--- src/rtl/pin_irq_pkg.sv ---
package pin_irq_pkg;
   localparam int HALF_W   = 16;
   localparam int WORD_W   = 32;
   localparam int NUM_CFG  = 5;

   // configuration register indices
   localparam int CFG_EN   = 0;
   localparam int CFG_MASK = 1;
   localparam int CFG_TYPE = 2;
   localparam int CFG_POL  = 3;
   localparam int CFG_BOTH = 4;

   // status / action word bases
   localparam int OFF_MSTAT = 'h50;
   localparam int OFF_RAW   = 'h58;
   localparam int OFF_ACK   = 'h60;
   localparam int HALF_STEP = 4;

   function automatic int cfg_offset(input int idx);
      case (idx)
         CFG_EN:   return 'h10;
         CFG_MASK: return 'h18;
         CFG_TYPE: return 'h20;
         CFG_POL:  return 'h28;
         default:  return 'h30;
      endcase
   endfunction
endpackage

--- src/rtl/pin_irq_sync.sv ---
module pin_irq_sync #(
   parameter int WIDTH  = 32,
   parameter int STAGES = 2
) (
   input  logic             clk,
   input  logic             rst_n,
   input  logic [WIDTH-1:0] d_i,
   output logic [WIDTH-1:0] q_o
);
   generate
      if (STAGES < 0) begin : g_bad
         $error("pin_irq_sync: STAGES must not be negative");
      end
      if (STAGES == 0) begin : g_bypass
         assign q_o = d_i;
      end else begin : g_chain
         logic [STAGES-1:0][WIDTH-1:0] chain_q;
         always_ff @(posedge clk or negedge rst_n) begin
            if (!rst_n) begin
               chain_q <= '0;
            end else begin
               chain_q[0] <= d_i;
               for (int s = 1; s < STAGES; s++) begin
                  chain_q[s] <= chain_q[s-1];
               end
            end
         end
         assign q_o = chain_q[STAGES-1];
      end
   endgenerate
endmodule

--- src/rtl/pin_irq_regs.sv ---
module pin_irq_regs
   import pin_irq_pkg::*;
#(
   parameter int NPINS  = 32,
   parameter int ADDR_W = 8
) (
   input  logic                               clk,
   input  logic                               rst_n,
   input  logic                               we_i,
   input  logic [ADDR_W-1:0]                  addr_i,
   input  logic [WORD_W-1:0]                  wdata_i,
   input  logic [NPINS-1:0]                   raw_i,
   input  logic [NPINS-1:0]                   msk_i,
   output logic [NUM_CFG-1:0][NPINS-1:0]      cfg_o,
   output logic [NPINS-1:0]                   ack_o,
   output logic [WORD_W-1:0]                  rdata_o
);
   localparam int NHALF = NPINS / HALF_W;

   logic [HALF_W-1:0] wr_val;
   logic [HALF_W-1:0] wr_sel;
   assign wr_val = wdata_i[HALF_W-1:0];
   assign wr_sel = wdata_i[WORD_W-1:HALF_W];

   generate
      for (genvar c = 0; c < NUM_CFG; c++) begin : g_cfg
         for (genvar h = 0; h < NHALF; h++) begin : g_half
            localparam int BASE = cfg_offset(c) + HALF_STEP * h;
            logic              hit;
            logic [HALF_W-1:0] half_q;
            assign hit = we_i && (addr_i == ADDR_W'(BASE));
            always_ff @(posedge clk or negedge rst_n) begin
               if (!rst_n) begin
                  half_q <= '0;
               end else if (hit) begin
                  half_q <= (half_q & ~wr_sel) | (wr_val & wr_sel);
               end
            end
            assign cfg_o[c][h*HALF_W +: HALF_W] = half_q;
         end
      end

      for (genvar h = 0; h < NHALF; h++) begin : g_ack
         localparam int ABASE = OFF_ACK + HALF_STEP * h;
         logic ack_hit;
         assign ack_hit = we_i && (addr_i == ADDR_W'(ABASE));
         assign ack_o[h*HALF_W +: HALF_W] = ack_hit ? (wr_val & wr_sel) : '0;
      end
   endgenerate

   always_comb begin
      rdata_o = '0;
      for (int h = 0; h < NHALF; h++) begin
         for (int c = 0; c < NUM_CFG; c++) begin
            if (addr_i == ADDR_W'(cfg_offset(c) + HALF_STEP * h)) begin
               rdata_o = {{(WORD_W-HALF_W){1'b0}}, cfg_o[c][h*HALF_W +: HALF_W]};
            end
         end
         if (addr_i == ADDR_W'(OFF_RAW + HALF_STEP * h)) begin
            rdata_o = {{(WORD_W-HALF_W){1'b0}}, raw_i[h*HALF_W +: HALF_W]};
         end
         if (addr_i == ADDR_W'(OFF_MSTAT + HALF_STEP * h)) begin
            rdata_o = {{(WORD_W-HALF_W){1'b0}}, msk_i[h*HALF_W +: HALF_W]};
         end
      end
   end
endmodule

--- src/rtl/pin_irq_detect.sv ---
module pin_irq_detect #(
   parameter int NPINS = 32
) (
   input  logic             clk,
   input  logic             rst_n,
   input  logic [NPINS-1:0] lvl_i,
   input  logic [NPINS-1:0] en_i,
   input  logic [NPINS-1:0] edge_i,
   input  logic [NPINS-1:0] pol_i,
   input  logic [NPINS-1:0] any_i,
   input  logic [NPINS-1:0] ack_i,
   output logic [NPINS-1:0] raw_o
);
   generate
      for (genvar p = 0; p < NPINS; p++) begin : g_pin
         logic prev_q;
         logic hold_q;
         logic rise;
         logic fall;
         logic evt;
         logic armed;

         assign rise  = lvl_i[p] & ~prev_q;
         assign fall  = ~lvl_i[p] & prev_q;
         assign evt   = any_i[p] ? (rise | fall) : (pol_i[p] ? rise : fall);
         assign armed = en_i[p] & edge_i[p];

         always_ff @(posedge clk or negedge rst_n) begin
            if (!rst_n) begin
               prev_q <= 1'b0;
               hold_q <= 1'b0;
            end else begin
               prev_q <= lvl_i[p];
               // a fresh event outranks an acknowledge in the same cycle
               hold_q <= armed & (evt | (hold_q & ~ack_i[p]));
            end
         end

         assign raw_o[p] = en_i[p] & (edge_i[p] ? hold_q : (lvl_i[p] ~^ pol_i[p]));
      end
   endgenerate
endmodule

--- src/rtl/pin_irq_unit.sv ---
module pin_irq_unit
   import pin_irq_pkg::*;
#(
   parameter int NPINS       = 32,
   parameter int ADDR_W      = 8,
   parameter int SYNC_STAGES = 2
) (
   input  logic              clk,
   input  logic              rst_n,
   input  logic [NPINS-1:0]  pins_i,
   input  logic              reg_we,
   input  logic [ADDR_W-1:0] reg_addr,
   input  logic [31:0]       reg_wdata,
   output logic [31:0]       reg_rdata,
   output logic              irq_o
);
   generate
      if (NPINS < HALF_W || NPINS > 2 * HALF_W || (NPINS % HALF_W) != 0) begin : g_bad_pins
         $error("pin_irq_unit: NPINS must be 16 or 32");
      end
      if (ADDR_W < 7) begin : g_bad_addr
         $error("pin_irq_unit: ADDR_W too small for the register window");
      end
   endgenerate

   logic [NPINS-1:0]                lvl_w;
   logic [NUM_CFG-1:0][NPINS-1:0]   cfg_w;
   logic [NPINS-1:0]                ack_w;
   logic [NPINS-1:0]                en_w;
   logic [NPINS-1:0]                mask_w;
   logic [NPINS-1:0]                typ_w;
   logic [NPINS-1:0]                raw_w;
   logic [NPINS-1:0]                msk_w;
   logic                            irq_q;

   pin_irq_sync #(.WIDTH(NPINS), .STAGES(SYNC_STAGES)) u_sync (
      .clk   (clk),
      .rst_n (rst_n),
      .d_i   (pins_i),
      .q_o   (lvl_w)
   );

   pin_irq_regs #(.NPINS(NPINS), .ADDR_W(ADDR_W)) u_regs (
      .clk     (clk),
      .rst_n   (rst_n),
      .we_i    (reg_we),
      .addr_i  (reg_addr),
      .wdata_i (reg_wdata),
      .raw_i   (raw_w),
      .msk_i   (msk_w),
      .cfg_o   (cfg_w),
      .ack_o   (ack_w),
      .rdata_o (reg_rdata)
   );

   assign en_w   = cfg_w[CFG_EN];
   assign mask_w = cfg_w[CFG_MASK];
   assign typ_w  = cfg_w[CFG_TYPE];

   pin_irq_detect #(.NPINS(NPINS)) u_det (
      .clk    (clk),
      .rst_n  (rst_n),
      .lvl_i  (lvl_w),
      .en_i   (en_w),
      .edge_i (typ_w),
      .pol_i  (cfg_w[CFG_POL]),
      .any_i  (cfg_w[CFG_BOTH]),
      .ack_i  (ack_w),
      .raw_o  (raw_w)
   );

   assign msk_w = raw_w & ~mask_w;

   always_ff @(posedge clk or negedge rst_n) begin
      if (!rst_n) irq_q <= 1'b0;
      else        irq_q <= |msk_w;
   end

   assign irq_o = irq_q;
endmodule

--- config.mk ---
export PLATFORM = sky130hd
export DESIGN_NAME = pin_irq_unit
export DESIGN_NICKNAME = d
export VERILOG_FILES = /design/src/rtl/pin_irq_pkg.sv /design/src/rtl/pin_irq_sync.sv /design/src/rtl/pin_irq_regs.sv /design/src/rtl/pin_irq_detect.sv /design/src/rtl/pin_irq_unit.sv
export SDC_FILE = /design/constraint.sdc
export NUM_CORES = 1
export LEC_CHECK = 0
export BUFFER_PORTS_ARGS = -buffer_cell sky130_fd_sc_hd__clkbuf_2
export CORE_MARGIN = 8
export CORE_UTILIZATION = 40
export CTS_CLUSTER_SIZE = 16
export DETAILED_ROUTE_END_ITERATION = 10
export PLACE_DENSITY = 0.63
export REMOVE_ABC_BUFFERS = 1
export SLEW_MARGIN = 5
export SYNTH_ARGS = -nofsm -noshare
export SYNTH_HDL_FRONTEND = slang
export SYNTH_SLANG_ARGS = --single-unit
--- constraint.sdc ---
create_clock -name clk -period 3.3 [get_ports clk]
set_input_delay 0.33 -clock clk [delete_from_list [all_inputs] [get_ports clk]]
set_output_delay 0.33 -clock clk [all_outputs]
set_load 0.03 [all_outputs]
==> run_results.csv <==
group,metric,value,unit
status,status,"finished clean",
cts,clkSinkCount,289,
cts,cts_buffers,35,
power,total_power,8.29,mW
floorplanning,ios,108,
yosys,syn_area_per_cell,9.95,sq um
timing,setup_violations,0,
yosys,yosys.area.top_type,"dfrtp_1",
layout,final_nets,1843,
cts,clk_pin_slew,0.06,ns
yosys,synthTopCellsByArea,"dfrtp_1 (47%), mux2_2 (12%), nand2_1 (8.0%)",
cts,post-cts-setup-buffers,0,
global_routing,grt_usage,0.214,
floorplanning,start_util,0.404,
worst_setup_path,r2r_cells,6,
timing,rsz0062_at_grt,"false",
power,p_per_area,453,mW/mm^2
layout,syn_to_final_growth,17.8,%
cts,cts_tree,"done",
worst_setup_path,crit_chain,"xor2_1, o21ai_0, nand2_1, o311ai_0, a31oi_1, o41ai_1, buf_4, clkbuf_2",
worst_hold_path,hold_class,"in2reg",
route,drt_iter0_markers,1123,
worst_setup_path,cp.depth,8,
worst_setup_path,critPathCapture,"reg_rdata[9]",
run,max_cap_violations,0,
route,routed_wirelength,48.0,mm
floorplanning,row_count,72,
route,wire_per_inst,21.3,um
yosys,yosysMostFrequentCell,"nand2_1",
yosys,yosysTopAreaCellShare,0.465,
global_routing,grt_pass1_vias,12866,
power,irDropWorstVdd,320,uV
yosys,postSynthCellCount,1561,
worst_setup_path,cp.arrival,2.78,ns
global_routing,grt-ovfl-total,0,
yosys,ys_ff_latch,289,
worst_setup_path,rrSetupSlack,0.81,ns
timing,hold_viol_final,0,
timing,tns,0,ns
worst_setup_path,cp.buffers_inverters,2,
timing,post-route-period-util,0.943,
yosys,synth_commonest_cells,"nand2_1 (331), dfrtp_1 (289), mux2_2 (172), o21ai_0 (116), inv_1 (82)",
global_routing,antenna_found_initial,2,
power,leakagePower,8.38,nW
worst_setup_path,crit_fanout,4,
timing,finalMaxSlewViolations,0,
layout,drive_gt1_frac,0.241,
cts,htree_levels,2,
route,ant_nets,0,
floorplanning,die_area,0.0454,sq mm
yosys,synth-main-ff-cell,"dfrtp_1",
worst_setup_path,end_kind,"primary output",
yosys,synthArstFlopShare,1.00,
cts,root_buffer,"clkbuf_16",
cts,clock_path_buffers,3,
worst_setup_path,path_class,"reg2out",
floorplanning,die_w,213,um
yosys,yosysUniqueCellTypes,76,
route,drt_pass1_iterations,8,
layout,fin_cells,2251,
timing,final.min_clock_period,3.11,ns
timing,slew_headroom,0.497,
yosys,synth_edf_count,0,
worst_setup_path,crit_family,"compound AO/OA/AOI/OAI gates",
timing,fmax,322,MHz
route,vias_per_cell,5.57,
global_routing,grt_max_degree,93,
global_routing,grt_pass1_wl,75.0,mm
yosys,yosysWarningCount,0,
worst_setup_path,cp_slowest_stage_delay,0.44,ns
worst_setup_path,cp.required,2.97,ns
worst_setup_path,crit_slowest_cell,"dfrtp_1",
placed_design,place_inst,2152,
placed_design,dp.final_hpwl,34.2,mm
placed_design,port_buffers,91,
cts,clk-insertion-delay-late,0.54,ns
route,vias,12545,
floorplanning,fp.dieH,213,um
timing,fin_skew,0.0140,ns
floorplanning,core_area,0.0385,sq mm
worst_setup_path,r2r_end,"irq_o",
placed_design,gp_routability_congestion,0.946,
worst_setup_path,startpoint_type,"flip-flop",
yosys,synth-seq-area-share,0.465,
yosys,syn-cell-area,0.0155,sq mm
timing,worstMarginPinSlew,0.755,ns
route,drcViolationCount,0,
how the worst min path moves through the flow:
stage                                  to  slack [ns]  depth (start not counted)                  startpoint
2_1_floorplan  asynchronous set/reset pin        0.03                          0                       rst_n
3_3_place_gp                u_sync.q_o[3]        0.33                          0   u_sync.g_chain.chain_q[3]
3_5_place_dp               u_sync.q_o[10]        0.33                          0  u_sync.g_chain.chain_q[10]
4_1_cts                         flip-flop        0.16                          2                reg_wdata[9]
5_1_grt                         flip-flop        0.19                          2                reg_wdata[8]
6_report                        flip-flop        0.19                          2               reg_wdata[14]
worst reg2reg max path: cells and delay by family (launching register included):
family	cells	cell delay, ns
XOR/XNOR	1	0.16
flip-flops	1	0.45
AND/OR/NAND/NOR	2	0.71
AO/OA/AOI/OAI	3	0.98
where the power goes:
group	total [mW]	switching, mW	internal (mW)
clock	3.81	1.53	2.28
sequential	3.78	0.119	3.66
combinational	0.700	0.445	0.256
total	8.29	2.09	6.20
layout make-up:
cell class                 count  area [sq um]
tap                          518           648
antenna                        2          5.00
fill                        3612         20200
multi-input combinational   1103          7550
clock buffer                  53          1080
timing repair buffer         193          1390
inverter                      82           308
clock inverter                11          80.1
sequential                   289          7230
layout by cell type (no fill, tap or decap), types with 20 or more instances in the layout:
master / n
dfrtp_1: 289
inv_1: 82
o21ai_0: 116
a21oi_1: 75
clkbuf_2: 90
nor2_1: 32
xor2_1: 29
dlygate4sd3_1: 33
nand2_1: 331
clkbuf_16: 36
ha_1: 64
mux2_2: 172
buf_4: 63
mux2_1: 20
stage by stage:
stage / util / hold slack [ns] / cell area, sq um / worst slack (ns)
after global routing: 0.476 / 0.191 / 18300 / 0.0204
after global placement: 0.437 / 0.333 / 16800 / 0.352
final: 0.476 / 0.190 / 18300 / 0.190
after CTS: 0.475 / 0.157 / 18300 / 0.0554
after detailed placement: 0.437 / 0.335 / 16800 / 0.347
after floorplan: - / 0.0344 / 15100 / 0.211
cell families after synthesis:
logic type                 synth area share
buffers and inverters                0.0524
other                              0.000241
adders and majority gates            0.0515
DFF                                   0.465
and+or+nand+nor                       0.128
AOI/OAI and AO/OA                     0.143
muxes                                 0.141
xor gates and xnor gates             0.0186
per-layer routing:
layer	up-vias	global-route usage	routed length [um]
met5	-	0	0
met4	0	0.0838	1410
met3	88	0.0418	4130
met2	554	0.342	22400
met1	6167	0.284	20100
li1	5736	-	-
what timing repair did:
action                                  CTS  global route
endpoints found under the setup margin    0             1
hold buffers                             33             0
resized for setup                         0             1
endpoints found under the hold margin   116             0
Note: power is estimated with default switching activity, not from simulation.
